**src/rtl/hs_pkg.sv**
```systemverilog
package hs_pkg;
  localparam int unsigned CtlW = 4;
  typedef struct packed {
    logic stb;
    logic ack;
    logic rd;
    logic wr;
  } hs_ctl_t;
endpackage

```
**src/rtl/hs_edge_det.sv**
```systemverilog
module hs_edge_det #(
  parameter int unsigned W = 4
) (
  input  logic         clk_i,
  input  logic         rst_ni,
  input  logic [W-1:0] sig_i,
  output logic [W-1:0] rise_o,
  output logic [W-1:0] fall_o
);
  logic [W-1:0] prev_q;

  // idle level of all strobes is high
  always_ff @(posedge clk_i or negedge rst_ni) begin
    if (!rst_ni) prev_q <= '1;
    else         prev_q <= sig_i;
  end

  assign rise_o = sig_i & ~prev_q;
  assign fall_o = ~sig_i & prev_q;
endmodule

```
**src/rtl/hs_in_chan.sv**
```systemverilog
module hs_in_chan #(
  parameter int unsigned DW = 8
) (
  input  logic          clk_i,
  input  logic          rst_ni,
  input  logic          stb_low_i,
  input  logic          stb_rise_i,
  input  logic          rd_fall_i,
  input  logic          rd_rise_i,
  input  logic [DW-1:0] pad_i,
  output logic [DW-1:0] data_o,
  output logic          ibf_o,
  output logic          req_o
);
  logic [DW-1:0] data_q;
  logic          ibf_q, req_q;

  always_ff @(posedge clk_i or negedge rst_ni) begin
    if (!rst_ni) begin
      data_q <= '0;
      ibf_q  <= 1'b0;
      req_q  <= 1'b0;
    end else begin
      if (stb_low_i) data_q <= pad_i;
      // a held strobe keeps the buffer full
      if (stb_low_i)      ibf_q <= 1'b1;
      else if (rd_rise_i) ibf_q <= 1'b0;
      if (rd_fall_i)                 req_q <= 1'b0;
      else if (stb_rise_i && ibf_q)  req_q <= 1'b1;
    end
  end

  assign data_o = data_q;
  assign ibf_o  = ibf_q;
  assign req_o  = req_q;
endmodule

```
**src/rtl/hs_out_chan.sv**
```systemverilog
module hs_out_chan #(
  parameter int unsigned DW = 8
) (
  input  logic          clk_i,
  input  logic          rst_ni,
  input  logic          wr_rise_i,
  input  logic          wr_high_i,
  input  logic          ack_fall_i,
  input  logic          ack_rise_i,
  input  logic [DW-1:0] wdata_i,
  output logic [DW-1:0] data_o,
  output logic          obf_no,
  output logic          req_o
);
  logic [DW-1:0] data_q;
  logic          obf_nq, req_q;

  always_ff @(posedge clk_i or negedge rst_ni) begin
    if (!rst_ni) begin
      data_q <= '0;
      obf_nq <= 1'b1;
      req_q  <= 1'b0;
    end else begin
      if (wr_rise_i) begin
        data_q <= wdata_i;
        obf_nq <= 1'b0;
        req_q  <= 1'b0;
      end else begin
        if (ack_fall_i) obf_nq <= 1'b1;
        if (ack_rise_i && wr_high_i && obf_nq) req_q <= 1'b1;
      end
    end
  end

  assign data_o = data_q;
  assign obf_no = obf_nq;
  assign req_o  = req_q;
endmodule

```
**src/rtl/bidir_hs_port.sv**
```systemverilog
module bidir_hs_port #(
  parameter int unsigned DW = 8
) (
  input  logic          clk_i,
  input  logic          rst_ni,
  input  logic          rd_ni,
  input  logic          wr_ni,
  input  logic [DW-1:0] cpu_wdata_i,
  output logic [DW-1:0] cpu_rdata_o,
  input  logic          ie_in_i,
  input  logic          ie_out_i,
  input  logic          stb_ni,
  input  logic          ack_ni,
  output logic          ibf_o,
  output logic          obf_no,
  output logic          intr_o,
  input  logic [DW-1:0] pad_i,
  output logic [DW-1:0] pad_o,
  output logic          pad_oe_o
);
  import hs_pkg::*;

  hs_ctl_t ctl, rise, fall;
  logic    in_req, out_req;

  assign ctl = '{stb: stb_ni, ack: ack_ni, rd: rd_ni, wr: wr_ni};

  hs_edge_det #(.W(CtlW)) u_edge (
    .clk_i  (clk_i),
    .rst_ni (rst_ni),
    .sig_i  (ctl),
    .rise_o (rise),
    .fall_o (fall)
  );

  hs_in_chan #(.DW(DW)) u_in (
    .clk_i      (clk_i),
    .rst_ni     (rst_ni),
    .stb_low_i  (~ctl.stb),
    .stb_rise_i (rise.stb),
    .rd_fall_i  (fall.rd),
    .rd_rise_i  (rise.rd),
    .pad_i      (pad_i),
    .data_o     (cpu_rdata_o),
    .ibf_o      (ibf_o),
    .req_o      (in_req)
  );

  hs_out_chan #(.DW(DW)) u_out (
    .clk_i      (clk_i),
    .rst_ni     (rst_ni),
    .wr_rise_i  (rise.wr),
    .wr_high_i  (ctl.wr),
    .ack_fall_i (fall.ack),
    .ack_rise_i (rise.ack),
    .wdata_i    (cpu_wdata_i),
    .data_o     (pad_o),
    .obf_no     (obf_no),
    .req_o      (out_req)
  );

  assign pad_oe_o = ~ack_ni;
  assign intr_o   = (in_req & ie_in_i) | (out_req & ie_out_i);
endmodule

```
**config.mk**
```make
export PLATFORM = sky130hd
export DESIGN_NAME = bidir_hs_port
export DESIGN_NICKNAME = d
export VERILOG_FILES = /design/src/rtl/hs_pkg.sv /design/src/rtl/hs_edge_det.sv /design/src/rtl/hs_in_chan.sv /design/src/rtl/hs_out_chan.sv /design/src/rtl/bidir_hs_port.sv
export SDC_FILE = /design/constraint.sdc
export NUM_CORES = 1
export LEC_CHECK = 0
export ABC_AREA = 1
export ABC_CLOCK_PERIOD_IN_PS = 900
export BUFFER_PORTS_ARGS = -buffer_cell sky130_fd_sc_hd__buf_2
export CORE_ASPECT_RATIO = 1.2
export CORE_MARGIN = 2
export CORE_UTILIZATION = 40
export DETAILED_ROUTE_END_ITERATION = 12
export PLACE_DENSITY = 0.73
export SYNTH_ARGS = -nofsm -noshare
export SYNTH_HDL_FRONTEND = slang
export SYNTH_SLANG_ARGS = --single-unit
```
**constraint.sdc**
```tcl
create_clock -name clk_i -period 0.9 [get_ports clk_i]
set_clock_uncertainty 0.05 [all_clocks]
set_input_delay 0 -clock clk_i [delete_from_list [all_inputs] [get_ports clk_i]]
set_output_delay 0 -clock clk_i [all_outputs]
set_load 0.02 [all_outputs]
```
==> flow_metrics.env <==
export IMPL_status="finished, violations left"
export IMPL_violations="setup timing"
export IMPL_netlist_instances=95
export IMPL_maxCapViolations=0
export IMPL_finalCritPeriodShare_pct=125
export IMPL_hold_viol=0
export IMPL_seq_area_frac_synth_pct=65.6
export IMPL_tns_ns=-1.59
export IMPL_io_buffer_count=43
export IMPL_leakage_uw=0.000898
export IMPL_synth_top_family_by_area="simple AND/OR/NAND/NOR gates"
export IMPL_critPathKind="register to primary output"
export IMPL_rr_startpoint="u_edge.prev_q[0]"
export IMPL_yosys_warnings=0
export IMPL_place_area_um2=1180
export IMPL_die_x_um=47.9
export IMPL_synth_xor_area_share_pct=0
export IMPL_grt_pass1_wl_mm=3.97
export IMPL_met3WireLength_um=185
export IMPL_htreeDepth=1
export IMPL_core_um2=2230
export IMPL_ios=44
export IMPL_layout_common_cells="24 x nand2_1, 22 x buf_2, 21 x dlygate4sd3_1, 21 x buf_6, 19 x dfrtp_1"
export IMPL_synthAdderAreaFrac_pct=0
export IMPL_rows=19
export IMPL_hpwl_mm=1.35
export IMPL_finalMaxSlewViolations=0
export IMPL_min_from="wr_ni"
export IMPL_cts_tree="built"
export IMPL_p_per_area_nw_per_um2=1520
export IMPL_routed_wl_mm=2.50
export IMPL_drt_iter0_markers=11
export IMPL_insertion_delay_ns=0.31
export IMPL_nets=198
export IMPL_arrival_ns=1.07
export IMPL_dr_pass1_iters=4
export IMPL_top_layer_used="met4"
export IMPL_fin_area_um2=1700
export IMPL_crit_fanout=2
export IMPL_reg2regPathDepth=4
export IMPL_synth_area_leaders="dfrtp_1 51%, nand2_1 15%, dfstp_2 14%"
export IMPL_cts_max_path_buffers=2
export IMPL_hold_depth=6
export IMPL_final_common_cell="nand2_1"
export IMPL_wl_met2_mm=1.32
export IMPL_synth_seq_cells=24
export IMPL_r2r_slack_ns=-0.13
export IMPL_grt_max_degree=25
export IMPL_synth_nets=119
export IMPL_gp_congestion=0.703
export IMPL_p_total_uw=2590
export IMPL_synth_top_area_share_pct=51.4
export IMPL_viasPerCell=4.48
export IMPL_yosysUniqueCellTypes=13
export IMPL_grt_pass1_vias=964
export IMPL_die_h_um=56.7
export IMPL_cts_reportedPaths_clkPinSlew_ns=0.13
export IMPL_synth_area_um2=925
export IMPL_holdPathEnd="u_out.data_o[5]"
export IMPL_clock_sinks=24
export IMPL_start_util_pct=41.4
export IMPL_min_path_type="input pin to register"
export IMPL_min_period_ns=1.12
export IMPL_setup_viol=30
export IMPL_max_freq_mhz=892
export IMPL_synth_compound_area_share_pct=7.71
export IMPL_maxSlewHeadroom_pct=66.4
export IMPL_syn2layout_area_growth_pct=84.3
export IMPL_num_vias=913
export IMPL_grt_ovfl_total=0
export IMPL_fp_dieArea_um2=2710
export IMPL_drc=0
export IMPL_drive_above_1_share_pct=48.6
export IMPL_antenna_found_initial=0
export IMPL_grt_usage_pct=20.4
export IMPL_final_antenna_net_count=0
export IMPL_peakVddDrop_uv=1270
export IMPL_cp_data_required_time_ns=0.85
export IMPL_wl_met1_um=969
export IMPL_synth_top_cell_by_area="dfrtp_1"
export IMPL_synth_simple_area_share_pct=16.9
export IMPL_timing_rr_end="u_out.data_o[1]"
export IMPL_synthMuxAreaShare_pct=0
export IMPL_antenna_cells=0
export IMPL_cp_start_kind="register"
export IMPL_wl_per_cell_um=12.3
export IMPL_synth_avg_cell_area_um2=9.73
export IMPL_cts_buffers=3
export IMPL_cp_end_kind="primary output"
export IMPL_fin_ws_ns=-0.221
export IMPL_worstMarginPinSlew_ns=0.503
export IMPL_rsz0062_at_grt="yes"
export IMPL_cts_root_buf="clkbuf_4"
==> layout make-up <==
cell class,count,area [um2]
Multi-Input combinational cell,53,297
Timing Repair Buffer,77,667
Clock buffer,4,36.3
Tap cell,31,38.8
Fill cell,153,531
Sequential cell,24,607
Inverter,15,58.8
==> through the flow <==
stage                     std cells  setup WS, ns  hold WS [ns]  util, %
final                           204        -0.221         0.127     76.3
after global routing            204        -0.279         0.133     76.3
after CTS                       198        -0.226        0.0988     72.6
after detailed placement        169        -0.109       -0.0497     52.8
after global placement          169       -0.0712       -0.0547     52.8
after floorplan                  95       -0.0472        -0.346        -
==> cells in the mapped netlist <==
master / instances
nand3b_1: 1
inv_1: 15
nor2_2: 1
a22o_1: 1
a21oi_1: 2
buf_6: 3
dfrtp_1: 19
nand2_1: 36
nor2_1: 2
o21ai_0: 6
o21ai_1: 3
a21boi_1: 1
dfstp_2: 5
==> critical path, cell delays in order, from the launching register on <==
cell	delay [ns]
dfrtp_1	0.41
a22o_1	0.22
buf_6	0.13
==> layer usage <==
metal	vias to the layer above	global-route usage [%]
met5	-	0
met4	0	4.63
met3	4	3.86
met2	45	37.3
met1	425	22.9
li1	439	-
==> kinds of logic after synthesis <==
group	after synthesis
compound gates	13
buf+inv	18
simple gates	40
flops	24
==> where the power goes <==
group / internal, uW / switching [uW]
Combinational: 416 / 343
Clock: 247 / 313
Sequential: 1190 / 77.8
Total: 1860 / 733
==> how the worst max path moves through the flow <==
stage | depth (start not counted) | end | from | slack, ns
6_report | 2 | intr_o | u_in.req_o | -0.22
5_1_grt | 2 | intr_o | u_in.req_o | -0.28
4_1_cts | 2 | intr_o | u_in.req_o | -0.23
3_5_place_dp | 4 | u_out.data_o[4] | u_edge.prev_q[0] | -0.11
3_3_place_gp | 4 | u_out.data_o[6] | u_edge.prev_q[0] | -0.07
2_1_floorplan | 4 | u_out.req_o | u_out.obf_no | -0.05
==> registers in the layout, summed over array words and instances, names as in the netlist <==
signal	cells
u_in.req_o	1
u_out.data_o	8
u_edge.prev_q	4
u_in.ibf_o	1
u_out.req_o	1
u_out.obf_no	1
u_in.data_o	8
==> what timing repair did <==
action	4_1_cts	5_1_grt
gates resized for setup	54	13
hold endpoints to repair	48	3
endpoints found under the setup margin	29	32
pin swaps	8	2
hold buffers	21	1
buffers inserted	4	6
Note: power is estimated with default switching activity, not from simulation.
